<file path="src/rtl/fpm_pkg.sv">
// Shared types for the fast-page DRAM controller.
// Assumes: nothing beyond IEEE 1800-2017.
package fpm_pkg;
    typedef enum logic [2:0] {
        ST_IDLE,  // bank precharged, row strobe high
        ST_ACT,   // row strobe low, row address on bus
        ST_CSET,  // column address setup, column strobe high
        ST_STRB,  // column strobe low
        ST_PAGE,  // row open, waiting
        ST_PRE,   // row strobe high for precharge
        ST_RCAS,  // refresh: column strobe low first
        ST_RRAS   // refresh: both strobes low
    } fpm_state_e;
endpackage

</file>
<file path="src/rtl/fpm_wait_timer.sv">
// Down-counter that times how long a state lasts.
// The controller loads (length-1) on entry and leaves the state when done is high.
// Assumes: load is pulsed only on state transitions.
module fpm_wait_timer #(
    parameter int W = 2
) (
    input  logic         clk,
    input  logic         rst_n,
    input  logic         load,
    input  logic [W-1:0] load_val,
    output logic         done
);
    logic [W-1:0] cnt_q;

    // Load on entry, then count down to zero and hold.
    always_ff @(posedge clk) begin
        if (!rst_n)              cnt_q <= '0;
        else if (load)           cnt_q <= load_val;
        else if (cnt_q != '0)    cnt_q <= cnt_q - 1'b1;
    end

    assign done = (cnt_q == '0);

    // while not reloaded, a nonzero count drops by exactly one per cycle.
    a_r2_timer_step: assert property (@(posedge clk) disable iff (!rst_n)
        (!load && cnt_q != '0) |=> (cnt_q == $past(cnt_q) - 1'b1));
endmodule

</file>
<file path="src/rtl/fpm_refresh_sched.sv">
// Raises a sticky refresh request every INTERVAL cycles and clears it on ack.
// Assumes: INTERVAL is longer than one refresh plus one access.
module fpm_refresh_sched #(
    parameter int INTERVAL = 780
) (
    input  logic clk,
    input  logic rst_n,
    input  logic ack,
    output logic due
);
    localparam int CW = $clog2(INTERVAL + 1);
    logic [CW-1:0] cnt_q;
    logic          due_q;

    // Free-running interval counter. A wrap sets the request and ack clears it.
    always_ff @(posedge clk) begin
        if (!rst_n) begin
            cnt_q <= '0;
            due_q <= 1'b0;
        end else begin
            if (cnt_q == CW'(INTERVAL - 1)) begin
                cnt_q <= '0;
                due_q <= 1'b1;
            end else begin
                cnt_q <= cnt_q + 1'b1;
                if (ack) due_q <= 1'b0;
            end
        end
    end

    assign due = due_q;

    // a pending refresh stays pending until it is acknowledged.
    a_r8_due_sticky: assert property (@(posedge clk) disable iff (!rst_n)
        (due_q && !ack) |=> due_q);
endmodule

</file>
<file path="src/rtl/fpm_dram_ctrl.sv">
// Fast-page-mode controller for an asynchronous multiplexed-address DRAM.
// Keeps the row open between hits and closes it on a miss or a refresh.
// Refreshes with the column strobe falling before the row strobe.
// Assumes: request fields stay stable while valid is high and ready is low.
module fpm_dram_ctrl
    import fpm_pkg::*;
#(
    parameter int ROW_W        = 8,
    parameter int COL_W        = 8,
    parameter int DW           = 16,
    parameter int T_RCD        = 3,
    parameter int T_CAS        = 1,
    parameter int T_RP         = 2,
    parameter int T_REF_RAS    = 3,
    parameter int REF_INTERVAL = 780
) (
    input  logic                   clk,
    input  logic                   rst_n,
    input  logic                   req_valid,
    output logic                   req_ready,
    input  logic                   req_write,
    input  logic [ROW_W+COL_W-1:0] req_addr,
    input  logic [DW-1:0]          req_wdata,
    output logic                   rd_valid,
    output logic [DW-1:0]          rd_data,
    output logic [((ROW_W > COL_W) ? ROW_W : COL_W)-1:0] dram_addr,
    output logic                   dram_ras_n,
    output logic                   dram_cas_n,
    output logic                   dram_we_n,
    output logic                   dram_oe_n,
    output logic [DW-1:0]          dram_dq_out,
    output logic                   dram_dq_oe,
    input  logic [DW-1:0]          dram_dq_in
);
    localparam int MA_W  = (ROW_W > COL_W) ? ROW_W : COL_W;
    localparam int TM_A  = (T_RCD > T_RP) ? T_RCD : T_RP;
    localparam int TM_B  = (T_CAS > T_REF_RAS) ? T_CAS : T_REF_RAS;
    localparam int TMAX  = (TM_A > TM_B) ? TM_A : TM_B;
    localparam int TMR_W = $clog2(TMAX + 1);
    localparam int RPC_W = $clog2(T_RP + 2);

    fpm_state_e        state_q, state_d;
    logic [ROW_W-1:0]  row_q;
    logic [COL_W-1:0]  col_q;
    logic              wr_q;
    logic [DW-1:0]     wdata_q;
    logic              rd_valid_q;
    logic [DW-1:0]     rd_data_q;
    logic              tmr_load, tmr_done;
    logic [TMR_W-1:0]  tmr_val;
    logic              ref_due, ref_ack;
    logic              hit, accept;
    logic [ROW_W-1:0]  req_row;
    logic [COL_W-1:0]  req_col;

    assign req_row = req_addr[ROW_W+COL_W-1:COL_W];
    assign req_col = req_addr[COL_W-1:0];
    assign hit     = (req_row == row_q);
    assign ref_ack = (state_q == ST_RCAS);

    fpm_wait_timer #(.W(TMR_W)) u_timer (
        .clk(clk), .rst_n(rst_n), .load(tmr_load), .load_val(tmr_val), .done(tmr_done));

    fpm_refresh_sched #(.INTERVAL(REF_INTERVAL)) u_refresh (
        .clk(clk), .rst_n(rst_n), .ack(ref_ack), .due(ref_due));

    // Ready: idle bank, idle page on a hit, or last strobe cycle on a hit; never with refresh due.
    always_comb begin
        case (state_q)
            ST_IDLE: req_ready = !ref_due;
            ST_PAGE: req_ready = !ref_due && hit;
            ST_STRB: req_ready = !ref_due && hit && tmr_done;
            default: req_ready = 1'b0;
        endcase
    end
    assign accept = req_valid && req_ready;

    // Next state and timer load.
    always_comb begin
        state_d  = state_q;
        tmr_load = 1'b0;
        tmr_val  = '0;
        case (state_q)
            ST_IDLE: begin
                if (ref_due) state_d = ST_RCAS;
                else if (req_valid) begin
                    state_d  = ST_ACT;
                    tmr_load = 1'b1;
                    tmr_val  = TMR_W'(T_RCD - 1);
                end
            end
            ST_ACT: if (tmr_done) state_d = ST_CSET;
            ST_CSET: begin
                state_d  = ST_STRB;
                tmr_load = 1'b1;
                tmr_val  = TMR_W'(T_CAS - 1);
            end
            ST_STRB, ST_PAGE: begin
                if (state_q == ST_PAGE || tmr_done) begin
                    if (accept) state_d = ST_CSET;
                    else if (ref_due || req_valid) begin
                        state_d  = ST_PRE;
                        tmr_load = 1'b1;
                        tmr_val  = TMR_W'(T_RP - 1);
                    end else state_d = ST_PAGE;
                end
            end
            ST_PRE: if (tmr_done) state_d = ST_IDLE;
            ST_RCAS: begin
                state_d  = ST_RRAS;
                tmr_load = 1'b1;
                tmr_val  = TMR_W'(T_REF_RAS - 1);
            end
            ST_RRAS: begin
                if (tmr_done) begin
                    state_d  = ST_PRE;
                    tmr_load = 1'b1;
                    tmr_val  = TMR_W'(T_RP - 1);
                end
            end
            default: state_d = ST_IDLE;
        endcase
    end

    // State register and request capture.
    always_ff @(posedge clk) begin
        if (!rst_n) begin
            state_q <= ST_IDLE;
            row_q   <= '0;
            col_q   <= '0;
            wr_q    <= 1'b0;
            wdata_q <= '0;
        end else begin
            state_q <= state_d;
            if (accept) begin
                row_q   <= req_row;
                col_q   <= req_col;
                wr_q    <= req_write;
                wdata_q <= req_wdata;
            end
        end
    end

    // Read capture at the end of a read strobe.
    always_ff @(posedge clk) begin
        if (!rst_n) begin
            rd_valid_q <= 1'b0;
            rd_data_q  <= '0;
        end else begin
            rd_valid_q <= (state_q == ST_STRB) && tmr_done && !wr_q;
            if ((state_q == ST_STRB) && tmr_done && !wr_q) rd_data_q <= dram_dq_in;
        end
    end

    assign rd_valid = rd_valid_q;
    assign rd_data  = rd_data_q;

    // DRAM pins decoded from the state.
    assign dram_ras_n  = !(state_q inside {ST_ACT, ST_CSET, ST_STRB, ST_PAGE, ST_RRAS});
    assign dram_cas_n  = !(state_q inside {ST_STRB, ST_RCAS, ST_RRAS});
    assign dram_we_n   = !((state_q inside {ST_CSET, ST_STRB}) && wr_q);
    assign dram_oe_n   = !((state_q == ST_STRB) && !wr_q);
    assign dram_dq_oe  = (state_q inside {ST_CSET, ST_STRB}) && wr_q;
    assign dram_dq_out = wdata_q;
    assign dram_addr   = (state_q == ST_ACT) ? MA_W'(row_q) : MA_W'(col_q);

    // Counts how long the row strobe has been high (saturating), for the precharge check.
    logic [RPC_W-1:0] ras_hi_cnt;
    always_ff @(posedge clk) begin
        if (!rst_n)                              ras_hi_cnt <= RPC_W'(T_RP);
        else if (!dram_ras_n)                    ras_hi_cnt <= '0;
        else if (ras_hi_cnt < RPC_W'(T_RP))      ras_hi_cnt <= ras_hi_cnt + 1'b1;
    end

    // the row strobe never falls before T_RP high cycles.
    a_r4_precharge_min: assert property (@(posedge clk) disable iff (!rst_n)
        $fell(dram_ras_n) |-> (ras_hi_cnt >= RPC_W'(T_RP)));
    // on a write, write enable is already low when the column strobe falls.
    a_r5_we_before_cas: assert property (@(posedge clk) disable iff (!rst_n)
        ($fell(dram_cas_n) && !dram_we_n) |-> $past(!dram_we_n));
    // output enable only in a read strobe.
    a_r6_oe_read_only: assert property (@(posedge clk) disable iff (!rst_n)
        !dram_oe_n |-> (dram_we_n && !dram_cas_n && !dram_ras_n));
    // read data valid only right after output enable was low.
    a_r6_rd_after_oe: assert property (@(posedge clk) disable iff (!rst_n)
        rd_valid |-> $past(!dram_oe_n));
    // a column strobe falling with the row strobe high is followed by a row strobe fall.
    a_r7_cbr_order: assert property (@(posedge clk) disable iff (!rst_n)
        ($fell(dram_cas_n) && dram_ras_n) |=> $fell(dram_ras_n));
    // no request is accepted while a refresh is pending.
    a_r8_refresh_blocks: assert property (@(posedge clk) disable iff (!rst_n)
        ref_due |-> !req_ready);
    // data is driven only together with write enable.
    a_r9_dq_with_we: assert property (@(posedge clk) disable iff (!rst_n)
        dram_dq_oe |-> !dram_we_n);
endmodule

</file>
<file path="config.mk">
export PLATFORM = sky130hd
export DESIGN_NAME = fpm_dram_ctrl
export DESIGN_NICKNAME = d
export VERILOG_FILES = /design/src/rtl/fpm_pkg.sv /design/src/rtl/fpm_wait_timer.sv /design/src/rtl/fpm_refresh_sched.sv /design/src/rtl/fpm_dram_ctrl.sv
export SDC_FILE = /design/constraint.sdc
export NUM_CORES = 1
export LEC_CHECK = 0
export CAP_MARGIN = 20
export CORE_UTILIZATION = 51
export CTS_BUF_LIST = sky130_fd_sc_hd__clkbuf_4
export DETAILED_ROUTE_END_ITERATION = 10
export GPL_TIMING_DRIVEN = 0
export PLACE_DENSITY = 0.88
export SLEW_MARGIN = 40
export SYNTH_ARGS = -nofsm -noshare
export SYNTH_HDL_FRONTEND = slang
export SYNTH_SLANG_ARGS = --single-unit
</file>
<file path="constraint.sdc">
create_clock -name clk -period 3.05 [get_ports clk]
set_clock_uncertainty 0.15 [all_clocks]
set_input_delay 0.305 -clock clk [delete_from_list [all_inputs] [get_ports clk]]
set_output_delay 0.305 -clock clk [all_outputs]
set_load 0.03 [all_outputs]
</file>
==> run metrics <==
Placed Cells approximately 520; top cells by area, synth dfxtp_1 (44%), nand2_1 (14%), mux2i_1 (11%), xor2_1 (3.5%), a21oi_1 (3.4%); largest net degree at the start of global routing 13; crit start category register; DP HPWL between 5000 and 6000 um; Die Ht about 78 um; Die Area about 6100 um2; Hold WC Path Type primary input to register; row count 27; Critical R2R Launch u_timer.cnt_q[0]; Synth area leader dfxtp_1; Crit-path slowest cell clkdlybuf4s50_1; GR Util All Layers 0.261; CTS tree yes; worst hold start rst_n; Nets 517; Req. time, crit path 2.59 ns; CTS Root Buffer Type clkbuf_4; clock-pin slew on the worst setup and hold paths 0.11 ns; Async SR Flop Fraction 0; Area Growth Syn to Fin 42.1%; Commonest cells post-synth nand2_1 (113), dfxtp_1 (66), mux2i_1 (33), a21oi_1 (20), nor2_1 (19); non-filler instance count after layout 540; post-synth top area share 0.444; worst-skew pair later-pin latency between 0.4 and 0.5 ns; Post-synth EDFFs 0; cell family with most CP delay buffers and inverters; WP data arrival 2.47 ns; WL per Instance 14.2 um; period utilisation layout 0.958; Max stage delay on crit path 0.62 ns; critical path, cell by cell nand2b_1 > nor2_2 > mux2_2 > clkdlybuf4s50_1; core area 5570 um2; Final setup viols 0; initial core utilization 0.534; # H-tree levels 3; Post-Syn Instances between 300 and 400; leak pwr 1.78 nW; mapped cell area 2970 um2; DRT iter0 DRCs 233; Crit path buffers/inverters 1; status complete, no violations; antenna violation net count after detailed routing 0; first drt pass iteration count 4; Seq/Total Area, Yosys 0.444; worst hold margin 0.246 ns; worst slew pin tran 0.519 ns; vias per cell between 5 and 6; initial antenna violation count 0; post-synth net total between 400 and 500; number of global-route vias before repair 2,799; setup tns final 0 ns; drt drc 0; Top FF cell, synth dfxtp_1; Slew headroom 0.654; routed vias about 2,800; final hold vios 0; top-count cell post-synth nand2_1; Routed WL 7680 um; crit path from state_q[0]; pre-CTS setup slack 0.380 ns; ant diodes 0; hold_buf cts 0; RePlAce Congestion 0.886; # IOs 99; Setup crit end kind primary output; VDD IR max 0.000521 V; Ys Warns 0; Peak Freq 342 MHz; unrepaired setup endpoints after global routing no; Power Dens Cells between 700 and 800 nW/um2; Syn Area/Cell 8.38 um2; worst setup margin 0.129 ns; Overflow after GRT 0; kind of critical path register to primary output; total CTS buffers 9; Netlist cell types 37; critical path peak fanout 8; port buffer count 97; max cap viols 0; max-slew violations 0; CTS max path bufs 2; min Tclk post-route 2.92 ns; FF+latch count, synth 66; clock sink total 66; layout cell share with drive strength beyond 1 0.0791; first-pass GRT wire length 12,400 um; Die X between 70 and 80 um
layout by cell type, fill, tap and decap left out, drive strengths merged, types with 3 or more instances in the layout:
cell type      synthesis  final
a21oi                 20     20
and3                   3      3
buf                    7      7
bufinv                 0      3
clkbuf                16     25
clkdlybuf4s50          0     96
clkinvlp               0      3
dfxtp                 66     66
inv                    8      8
mux2                   8      8
mux2i                 33     33
nand2                113    113
nand3                  6      6
nand4                  3      3
nor2                  19     19
nor2b                  3      3
nor3                   4      4
o21ai                  8      8
xnor2                  6      6
xor2                  12     12
power by group:
| group | switching (mW) | leakage, nW | internal [mW] |
|---|---|---|---|
| registers | 0.0841 | 0.538 | 0.990 |
| logic | 0.662 | 1.15 | 0.530 |
| clock network | 0.339 | 0.0882 | 0.413 |
| total | 1.08 | 1.78 | 1.93 |
stage by stage:
step                total power, mW  instance area, um2   util
global route                   3.16                4230  0.758
CTS                            3.02                4220  0.758
global placement               2.23                4040  0.724
floorplan                      1.85                2970      -
finish                         3.02                4230  0.758
detailed placement             2.27                4040  0.724
worst paths after layout:
check / end / slack, ns / cells after the start
worst min register to register: u_refresh.cnt_q[0] / 0.31 / 1
worst min-delay path: state_q[2] / 0.25 / 3
worst max register to register: dram_dq_out[7] / 0.73 / 10
worst max-delay path: dram_addr[1] / 0.13 / 4
cells by family after synthesis:
logic type,count (synthesis),share of synthesized area
AND/OR/NAND/NOR,160,0.231
multiplexers,41,0.141
flip-flops,66,0.444
AO/OA/AOI/OAI,37,0.0719
adder cells (fa/ha/maj),2,0.00841
buffers and inverters,31,0.0505
XOR/XNOR,18,0.0530
area by class of cell:
class / instances / area, um2
fill: 392 / 1350
sequential: 66 / 1320
clock buffer: 9 / 67.6
tap: 72 / 90.1
buffer: 23 / 120
inverter: 8 / 30.0
timing repair buffer: 97 / 973
clock inverter: 7 / 118
multi-input combinational: 258 / 1510
repair_timing:
item / 4_1_cts / 5_1_grt
buffers inserted: 0 / 0
endpoints found under the setup margin: 8 / 1
gates resized for setup: 1 / 1
registers in the layout, indices dropped and copies added (netlist names):
register	count
wr_q	1
col_q	8
dram_dq_out	16
u_timer.cnt_q	2
rd_data	16
u_refresh.due	1
rd_valid	1
row_q	8
u_refresh.cnt_q	10
state_q	3
worst register-to-register path: cells and delay by family (launching register included):
kind,cells,cell delay [ns]
mux,1,0.24
compound gates,1,0.25
buf+inv,4,0.54
fa+ha+maj,1,0.19
flops,1,0.37
simple gates,3,0.50
layer usage:
metal	track usage	vias up	share of wire	routed length, um
li1	-	1384	-	-
met1	0.289	1319	0.40	3050
met2	0.456	107	0.51	3910
met3	0.0744	16	0.074	569
met4	0.126	0	0.019	149
met5	0	-	0	0
Note: power is estimated with default switching activity, not from simulation.
